===== src/rtl/chirp_pkg.sv =====
`timescale 1ns/1ps
// Shared constants and the sequencer state type.
// Assumes the ULPI line state encoding: 00 SE0, 01 J, 10 K.
package chirp_pkg;
    localparam logic [1:0] LS_SE0 = 2'b00;
    localparam logic [1:0] LS_J   = 2'b01;
    localparam logic [1:0] LS_K   = 2'b10;

    localparam logic [7:0] FUNC_REG_ADDR = 8'h04;
    localparam logic [7:0] FUNC_HS_CHIRP = 8'h54;
    localparam logic [7:0] TX_NOPID_CMD  = 8'h40;
    localparam logic [7:0] CHIRP_BYTE    = 8'h00;

    typedef enum logic [2:0] {
        ST_FS_WATCH,
        ST_WR_FUNC,
        ST_TX_CMD,
        ST_CHIRP,
        ST_STOP,
        ST_DETECT,
        ST_HS,
        ST_FS_FALLBACK
    } seq_state_t;
endpackage


===== src/rtl/se0_qualifier.sv =====
`timescale 1ns/1ps
// Latches the line state from receive commands and counts consecutive
// cycles of SE0. Raises 'qualified' once SE0 has lasted SE0_CYCLES.
// Assumes the counter is only needed while 'en' is high; it clears otherwise.
module se0_qualifier
    import chirp_pkg::*;
#(
    parameter int SE0_CYCLES = 150
) (
    input  logic       clk,
    input  logic       rst_n,
    input  logic       en,
    input  logic       rx_valid,
    input  logic [1:0] rx_ls,
    output logic       qualified
);
    localparam int CW = $clog2(SE0_CYCLES + 1);

    logic [1:0]    ls_q;
    logic [CW-1:0] cnt;

    // Hold the most recent line state reported by the PHY.
    always_ff @(posedge clk) begin
        if (!rst_n)        ls_q <= LS_J;
        else if (rx_valid) ls_q <= rx_ls;
    end

    // Count SE0 cycles; any other line state restarts the count.
    always_ff @(posedge clk) begin
        if (!rst_n || !en)              cnt <= '0;
        else if (ls_q != LS_SE0)        cnt <= '0;
        else if (cnt != CW'(SE0_CYCLES)) cnt <= cnt + CW'(1);
    end

    assign qualified = en && (cnt == CW'(SE0_CYCLES));

    AST_QUAL_FOLLOWS_SE0: assert property (@(posedge clk) disable iff (!rst_n)
        $rose(qualified) |-> $past(ls_q == LS_SE0));
endmodule


===== src/rtl/link_req_port.sv =====
`timescale 1ns/1ps
// Request/acknowledge port toward the link layer. Presents a request while
// the sequencer wants it and the PHY does not own the bus; after an abort
// it backs off for one cycle and presents the request again.
// Assumes 'want' stays high until 'done' has been seen.
module link_req_port (
    input  logic clk,
    input  logic rst_n,
    input  logic want,
    input  logic dir,
    input  logic ack,
    input  logic abort,
    output logic req,
    output logic done
);
    logic backoff;

    // One idle cycle after an aborted request.
    always_ff @(posedge clk) begin
        if (!rst_n) backoff <= 1'b0;
        else        backoff <= req && abort;
    end

    assign req  = want && !dir && !backoff;
    assign done = req && ack && !abort;

    AST_REQ_HOLD: assert property (@(posedge clk) disable iff (!rst_n)
        (req && !ack && !abort) |=> (req || dir));
    AST_RETRY_GAP: assert property (@(posedge clk) disable iff (!rst_n)
        (req && abort) |=> !req);
endmodule


===== src/rtl/kj_detect.sv =====
`timescale 1ns/1ps
// Counts host chirp pairs (a K followed by a J) from receive commands and
// runs a timeout window. Both clear while 'en' is low.
// Assumes other line states between chirps are noise and are ignored.
module kj_detect
    import chirp_pkg::*;
#(
    parameter int KJ_PAIRS       = 3,
    parameter int DETECT_TIMEOUT = 150000
) (
    input  logic       clk,
    input  logic       rst_n,
    input  logic       en,
    input  logic       rx_valid,
    input  logic [1:0] rx_ls,
    output logic       found,
    output logic       expired
);
    localparam int PW = $clog2(KJ_PAIRS + 1);
    localparam int TW = $clog2(DETECT_TIMEOUT + 1);

    logic [PW-1:0] pairs;
    logic          want_j;
    logic [TW-1:0] tmr;

    // Track the K-then-J alternation and count complete pairs.
    always_ff @(posedge clk) begin
        if (!rst_n || !en) begin
            pairs  <= '0;
            want_j <= 1'b0;
        end else if (rx_valid && pairs != PW'(KJ_PAIRS)) begin
            if (rx_ls == LS_K) begin
                want_j <= 1'b1;
            end else if (rx_ls == LS_J && want_j) begin
                pairs  <= pairs + PW'(1);
                want_j <= 1'b0;
            end
        end
    end

    // Window timer for the whole detection phase.
    always_ff @(posedge clk) begin
        if (!rst_n || !en)                  tmr <= '0;
        else if (tmr != TW'(DETECT_TIMEOUT)) tmr <= tmr + TW'(1);
    end

    assign found   = en && (pairs == PW'(KJ_PAIRS));
    assign expired = en && (tmr == TW'(DETECT_TIMEOUT)) && !found;

    AST_PAIR_ON_RXCMD: assert property (@(posedge clk) disable iff (!rst_n)
        $rose(found) |-> $past(rx_valid));
endmodule


===== src/rtl/hs_chirp_seq.sv =====
`timescale 1ns/1ps
// Device-side high-speed reset chirp sequencer. Qualifies a bus reset,
// writes the chirp setting to the PHY's function-control register, sends
// chirp K through a no-PID transmit, ends it with a stop strobe and then
// waits for the host chirp pairs or times out to full speed.
// Assumes the link layer performs the actual ULPI bus cycles.
module hs_chirp_seq
    import chirp_pkg::*;
#(
    parameter int SE0_CYCLES     = 150,
    parameter int CHIRP_CYCLES   = 60000,
    parameter int KJ_PAIRS       = 3,
    parameter int DETECT_TIMEOUT = 150000
) (
    input  logic       clk,
    input  logic       rst_n,
    input  logic       dir,
    input  logic       rx_valid,
    input  logic [1:0] rx_linestate,
    output logic       reg_req,
    output logic [7:0] reg_addr,
    output logic [7:0] reg_data,
    input  logic       reg_ack,
    input  logic       reg_abort,
    output logic       tx_req,
    output logic [7:0] tx_byte,
    input  logic       tx_ack,
    input  logic       tx_abort,
    output logic       tx_stop,
    output logic       hs_mode,
    output logic       fs_fallback
);
    localparam int CCW = $clog2(CHIRP_CYCLES + 1);

    seq_state_t     state;
    logic [CCW-1:0] chirp_cnt;
    logic           se0_qual;
    logic           reg_done;
    logic           tx_done;
    logic           pairs_found;
    logic           detect_expired;

    se0_qualifier #(.SE0_CYCLES(SE0_CYCLES)) i_se0 (
        .clk       (clk),
        .rst_n     (rst_n),
        .en        (state == ST_FS_WATCH),
        .rx_valid  (rx_valid),
        .rx_ls     (rx_linestate),
        .qualified (se0_qual)
    );

    link_req_port i_reg_port (
        .clk   (clk),
        .rst_n (rst_n),
        .want  (state == ST_WR_FUNC),
        .dir   (dir),
        .ack   (reg_ack),
        .abort (reg_abort),
        .req   (reg_req),
        .done  (reg_done)
    );

    link_req_port i_tx_port (
        .clk   (clk),
        .rst_n (rst_n),
        .want  (state == ST_TX_CMD),
        .dir   (dir),
        .ack   (tx_ack),
        .abort (tx_abort),
        .req   (tx_req),
        .done  (tx_done)
    );

    kj_detect #(.KJ_PAIRS(KJ_PAIRS), .DETECT_TIMEOUT(DETECT_TIMEOUT)) i_kj (
        .clk      (clk),
        .rst_n    (rst_n),
        .en       (state == ST_DETECT),
        .rx_valid (rx_valid),
        .rx_ls    (rx_linestate),
        .found    (pairs_found),
        .expired  (detect_expired)
    );

    // Sequencer state transitions.
    always_ff @(posedge clk) begin
        if (!rst_n) begin
            state <= ST_FS_WATCH;
        end else begin
            case (state)
                ST_FS_WATCH: if (se0_qual) state <= ST_WR_FUNC;
                ST_WR_FUNC:  if (reg_done) state <= ST_TX_CMD;
                ST_TX_CMD:   if (tx_done)  state <= ST_CHIRP;
                ST_CHIRP:    if (chirp_cnt == CCW'(CHIRP_CYCLES - 1)) state <= ST_STOP;
                ST_STOP:     state <= ST_DETECT;
                ST_DETECT: begin
                    if (pairs_found)         state <= ST_HS;
                    else if (detect_expired) state <= ST_FS_FALLBACK;
                end
                default:     state <= state;
            endcase
        end
    end

    // Length of the chirp K, counted in link clock cycles.
    always_ff @(posedge clk) begin
        if (!rst_n || state != ST_CHIRP) chirp_cnt <= '0;
        else                             chirp_cnt <= chirp_cnt + CCW'(1);
    end

    assign reg_addr    = FUNC_REG_ADDR;
    assign reg_data    = FUNC_HS_CHIRP;
    assign tx_byte     = (state == ST_TX_CMD) ? TX_NOPID_CMD : CHIRP_BYTE;
    assign tx_stop     = (state == ST_STOP);
    assign hs_mode     = (state == ST_HS);
    assign fs_fallback = (state == ST_FS_FALLBACK);

    AST_NO_REQ_WHILE_DIR: assert property (@(posedge clk) disable iff (!rst_n)
        (reg_req || tx_req) |-> !dir);
    AST_STOP_ONE_CYCLE: assert property (@(posedge clk) disable iff (!rst_n)
        tx_stop |=> !tx_stop);
    AST_HS_STICKY: assert property (@(posedge clk) disable iff (!rst_n)
        hs_mode |=> hs_mode);
    AST_FALLBACK_STICKY: assert property (@(posedge clk) disable iff (!rst_n)
        fs_fallback |=> (fs_fallback && !hs_mode));
endmodule


===== config.mk =====
export PLATFORM = sky130hd
export DESIGN_NAME = hs_chirp_seq
export DESIGN_NICKNAME = d
export VERILOG_FILES = /design/src/rtl/chirp_pkg.sv /design/src/rtl/se0_qualifier.sv /design/src/rtl/link_req_port.sv /design/src/rtl/kj_detect.sv /design/src/rtl/hs_chirp_seq.sv
export SDC_FILE = /design/constraint.sdc
export NUM_CORES = 1
export LEC_CHECK = 0
export BUFFER_PORTS_ARGS = -buffer_cell sky130_fd_sc_hd__buf_2
export CAP_MARGIN = 40
export CORE_ASPECT_RATIO = 1.5
export CORE_MARGIN = 4
export CORE_UTILIZATION = 40
export DETAILED_ROUTE_END_ITERATION = 12
export GPL_ROUTABILITY_DRIVEN = 0
export PLACE_DENSITY = 0.7
export SETUP_SLACK_MARGIN = 0.5
export SYNTH_ARGS = -nofsm -noshare
export SYNTH_HDL_FRONTEND = slang
export SYNTH_HIERARCHICAL = 1
export SYNTH_SLANG_ARGS = --single-unit

===== constraint.sdc =====
create_clock -name clk -period 2.7 [get_ports clk]
set_input_delay 0.675 -clock clk [delete_from_list [all_inputs] [get_ports clk]]
set_output_delay 0.675 -clock clk [all_outputs]
set_load 0.02 [all_outputs]

**Word-level counts from Yosys, hierarchy flattened**

Cells that the tools add are included.

- Add/subtract/negate cells: 4
- Bitwise gates (word level): 1
- Reduce and logical (&&, ||, !) cells: 36
- Mux-type cells: 10
- Eq/ne operators: 22

Operators with widths:

| kind | number |
|---|---|
| adder 18 x 1 -> 18 bit, second input constant | 1 |
| == test 18 bit, second input constant | 1 |
| 2-to-1 mux 3 bit | 6 |
| != test 18 bit, second input constant | 1 |
| one-hot mux 3 bit (6 select lines) | 1 |
| adder 16 x 1 -> 16 bit, second input constant | 1 |
| == test 16 bit, second input constant | 1 |
| logical AND 1 bit | 16 |
| == test 3 bit, second input constant | 4 |
| != test 2 bit, second input constant | 5 |
| zero test 1 bit | 9 |
| adder 8 x 1 -> 8 bit, second input constant | 1 |
| == test 8 bit, second input constant | 1 |
| != test 8 bit, second input constant | 1 |
| 2-to-1 mux 7 bit | 1 |
| == test 3 x 2 -> 1 bit, second input constant | 2 |
| AND reduction 6 bit | 1 |
| nonzero test 6 bit | 1 |
| == test 2 bit, second input constant | 2 |
| nonzero test 2 bit | 2 |
| == test 3 x 1 -> 1 bit, second input constant | 1 |
| zero test 3 bit | 1 |
| logical OR 1 bit | 3 |
| != test 3 x 2 -> 1 bit, second input constant | 1 |
| other kinds (8) | 9 |

- Output and inout port bits: 29
- Register bits: 52
- Word-level logic and storage cells: 82
- Input bits: 10

**Longest topological paths before layout**

- Depth in word-level cells: 7
- Depth in mapped cells: 9
- Gate-level depth less buffers: 9

**By module**

The synthesis kept the hierarchy.

By module, submodules not included:

| module | cells each | seq. area each (um2) | times used | area each (um2) |
|---|---|---|---|---|
| hs_chirp_seq | 142 | 380.4 | 1 | 1,159.9 |
| kj_detect | 125 | 420.4 | 1 | 1,123.6 |
| se0_qualifier | 51 | 200.2 | 1 | 486.7 |
| link_req_port | 4 | 20.0 | 2 | 47.5 |

**Worst setup path before layout**

No wires, ideal clock.

- Kind: reg2reg
- Start: register state[1]
- End: register state[1]
- Buffers on the path: 2
- Period minus slack after synthesis: 2,537 ps
- Slack: 163 ps
- Stages on the path, launching flop included: 10
- Setup time: 74 ps
- Data required time: 2,626 ps
- Arrival time: 2,463 ps
- Cell sequence: dfxtp_1 > clkbuf_1 > clkbuf_1 > nor3b_1 > nor3b_2 > and3b_1 > nor3b_1 > a21oi_1 > a21boi_0 > a31oi_1

- Word-level cells in the longest chain between the ends: 7
- Elaborated cells between the ends (all ways): 28
- Classes of those cells: eq/ne (10); mux (2); reduce/logical (16)

Ends and longest elaborated chain:

| element | RTL line | source |
|---|---|---|
| start: declaration | hs_chirp_seq.sv:35 | `seq_state_t state;` |
| start signal: assignment | hs_chirp_seq.sv:99 | `default: state <= state;` |
| == test 3 x 2 -> 1 bit | hs_chirp_seq.sv:66 | `.want (state == ST_TX_CMD),` |
| logical AND 1 bit (2 in series) | link_req_port.sv:24 | `assign req = want && !dir && !backoff;` |
| via tx_req | hs_chirp_seq.sv:25 | `output logic tx_req,` |
| logical AND 1 bit (2 in series) | link_req_port.sv:25 | `assign done = req && ack && !abort;` |
| via tx_done | hs_chirp_seq.sv:39 | `logic tx_done;` |
| != test 2 bit (no line) | - |  |
| AND reduction 6 bit (no line) | - |  |

The timed path passes the listed nets, and every way through them passes these cells.
A chain may end at the register's enable or synchronous reset.

**Worst setup path in the final report**

- Start: register state[2]
- End: output reg_req

- Word-level cells in the longest chain between the ends: 3

Ends and longest elaborated chain:

| element | RTL line | source |
|---|---|---|
| == test 3 x 1 -> 1 bit | hs_chirp_seq.sv:55 | `.want (state == ST_WR_FUNC),` |
| logical AND 1 bit (2 in series) | link_req_port.sv:24 |  |
| end: declaration | hs_chirp_seq.sv:20 | `output logic reg_req,` |

No other way between the ends.

==> results.json <==
{
  "yosysMostFrequentCell": "dfxtp_1",
  "worst-r2r-cell-count": 9,
  "htreeDepth": 2,
  "cts_buffer_depth": 2,
  "core_mm2": 0.006898,
  "total_power_mw": 1.271,
  "max_stage_delay_ns": 0.41,
  "detail-route-antenna-nets": 0,
  "drv_cap": 0,
  "hold_start": "chirp_cnt[0]",
  "status": "complete, no violations",
  "worstReg2RegStart": "i_se0/cnt[0]",
  "power_density_mw_per_mm2": 423.3,
  "criticalPathCategory": "reg2out",
  "synth_common_cells": "dfxtp_1, nor2_1, buf_4",
  "cts-resized-gates": 3,
  "path_max_fanout": 16,
  "cp_data_required_time_ns": 2.03,
  "drtPass1Iterations": 4,
  "yosys_warnings": 6,
  "hp-class": "reg2reg",
  "relSlewSlack": 0.6717,
  "cts_tree": "built",
  "synth_ff_type": "dfxtp_1",
  "layout.nets": 351,
  "utilization": 0.4353,
  "synth_top_cells_by_area": "dfxtp_1, buf_4, nor2_1, xnor2_1, xor2_1",
  "avgSynthCellArea_um2": 8.789,
  "critPathLaunch": "state[2]",
  "seq_area_mm2": 0.001047,
  "worstMarginPinSlew_ns": 0.4888,
  "n_antenna_cell": 0,
  "synth_top_area_share": 0.3633,
  "clock_sinks": 52,
  "antenna_found_initial": 0,
  "routedWlPerCell_um": 12.01,
  "postSynthCellCount": 326,
  "root_buffer": "clkbuf_8",
  "num_io_pins": 39,
  "start_util": 0.4154,
  "vias": 2165,
  "route.detailed.drc": 0,
  "dp_hpwl_um": 3659,
  "multi_input_area_mm2": 0.001643,
  "syn_area_mm2": 0.002865,
  "grt_max_degree": 18,
  "peakVddDrop_uv": 282.4,
  "fmax_mhz": 483.3,
  "clk_latency_ns": 0.31,
  "end_kind": "output pin",
  "synth_edf_count": 0,
  "crit_chain": "nor2_1, and2_1, nor3b_2, buf_2",
  "ys_ff_latch": 52,
  "path_clk_slew_ns": 0.09,
  "wl_um": 4962,
  "numPortBuffers": 15,
  "grt_pass1_wl_um": 8763,
  "arrival_ns": 1.39,
  "dieArea_mm2": 0.008609,
  "slew_viol_final": 0,
  "synth_area_leader_cell": "dfxtp_1",
  "drive_gt1_frac": 0.1522,
  "grt_pass1_vias": 2029,
  "area_growth_syn_to_layout_pct": 4.803,
  "fillCellCount": 674,
  "whs_ns": 0.4816,
  "core.rowCount": 37,
  "grt.total_usage": 0.1221,
  "period_needed_ns": 2.069,
  "preCtsSetupSlack_ns": 0.7418,
  "seq_area_frac_synth": 0.3633,
  "gr-total-overflow": 0,
  "cts_post_setup_buffers_inserted": 0,
  "die_width_um": 77.11,
  "async_reset_ff_frac": 0,
  "rsz0062_at_grt": "false",
  "fp.dieH_um": 111.7,
  "crit_path_top_delay_cell": "dfxtp_2",
  "drt_iter0_drc": 97,
  "cts_hold_buf": 0,
  "worstHoldPathCells": 1,
  "worstSetupStartpointType": "flop",
  "finalHoldViolCount": 0,
  "synth_cell_types": 59,
  "p_leak_nw": 1.029,
  "fin_crit_sh": 0.7663,
  "tns_ns": 0,
  "setup_ws_ns": 0.6310,
  "setup_violations": 0,
  "cts_inserted_buffers": 5,
  "finClkSkew_ns": 0.01272,
  "vias_per_cell": 5.242
}
==> through the flow <==
| stage | instance area, um^2 | instances |
|---|---|---|
| floorplan | 2962 | 347 |
| global placement | 2905 | 406 |
| detailed placement | 2905 | 406 |
| CTS | 3000 | 413 |
| global route | 3003 | 413 |
| finish | 3003 | 413 |
==> report_power, final <==
part	switching (mW)	internal, mW	leakage [nW]	total [mW]
combinational	0.0400	0.0112	0.561	0.0512
clock	0.246	0.205	0.0473	0.450
sequential	0.00204	0.768	0.421	0.770
==> cell type report <==
type	count	area share
Sequential cell	52	0.3487
Multi-Input combinational cell	250	0.5471
Timing Repair Buffer	17	0.03000
Clock buffer	6	0.02750
Tap cell	78	0.03250
Inverter	9	0.01125
Clock inverter	1	0.002917
==> cell families (layout without fill, tap and decap cells) <==
kind of cell,Yosys count,after routing,share of synthesized area
flip-flops,52,52,0.3633
other,2,23,0.002621
AND/OR/NAND/NOR,149,149,0.3162
buffers and inverters,45,33,0.09694
adder cells (fa/ha/maj),6,6,0.02620
XOR/XNOR,26,26,0.07948
AO/OA/AOI/OAI,38,38,0.08691
multiplexers,8,8,0.02838
==> final timing paths <==
check | end | slack (ns)
max reg2reg | state[1] | 0.78
max | reg_req | 0.63
min | chirp_cnt[0] | 0.48
min reg2reg | chirp_cnt[0] | 0.48
==> per-layer routing <==
layer	routed length [um]	vias to the layer above	global-route usage	part of all wire
met4	97	0	0.05938	0.020
met2	2570	37	0.2253	0.52
met3	176	6	0.02427	0.035
met1	2117	1013	0.1307	0.43
met5	0	-	0	0
li1	-	1109	-	-
==> flip-flops by register name, indices dropped and copies added, names as in the netlist <==
signal / flops
i_se0/ls_q: 2
i_tx_port/backoff: 1
i_kj/want_j: 1
i_se0/cnt: 8
chirp_cnt: 16
i_kj/tmr: 18
state: 3
i_reg_port/backoff: 1
i_kj/pairs: 2
==> worst max-delay path, delay by kind of cell, from the launching register on <==
family        cells  cell delay (ns)
simple gates      3             0.48
flops             1             0.41
buf+inv           1             0.20
==> layout by cell type, fill, tap and decap left out, types with 2 or more instances in the layout <==
master,netlist,layout
a21oi_1,14,14
a31oi_1,2,2
and2_1,4,4
and3_1,10,10
and3_4,2,2
and3b_1,4,4
and4_1,2,2
buf_2,0,15
buf_4,25,2
clkbuf_8,0,6
conb_1,2,23
dfxtp_1,52,49
dfxtp_2,0,2
ha_1,6,6
inv_1,9,9
mux2i_1,7,7
nand2_1,18,18
nand2b_1,3,3
nand3_1,22,22
nand4_1,8,8
nand4b_1,2,2
nor2_1,34,34
nor3_1,5,5
nor3_2,2,2
nor3b_1,5,4
nor3b_2,3,2
nor3b_4,0,2
nor4_1,4,4
nor4b_2,2,2
o21ai_0,8,8
or3_1,6,6
xnor2_1,13,13
xor2_1,13,13
Power figures use the tool's default switching activity.
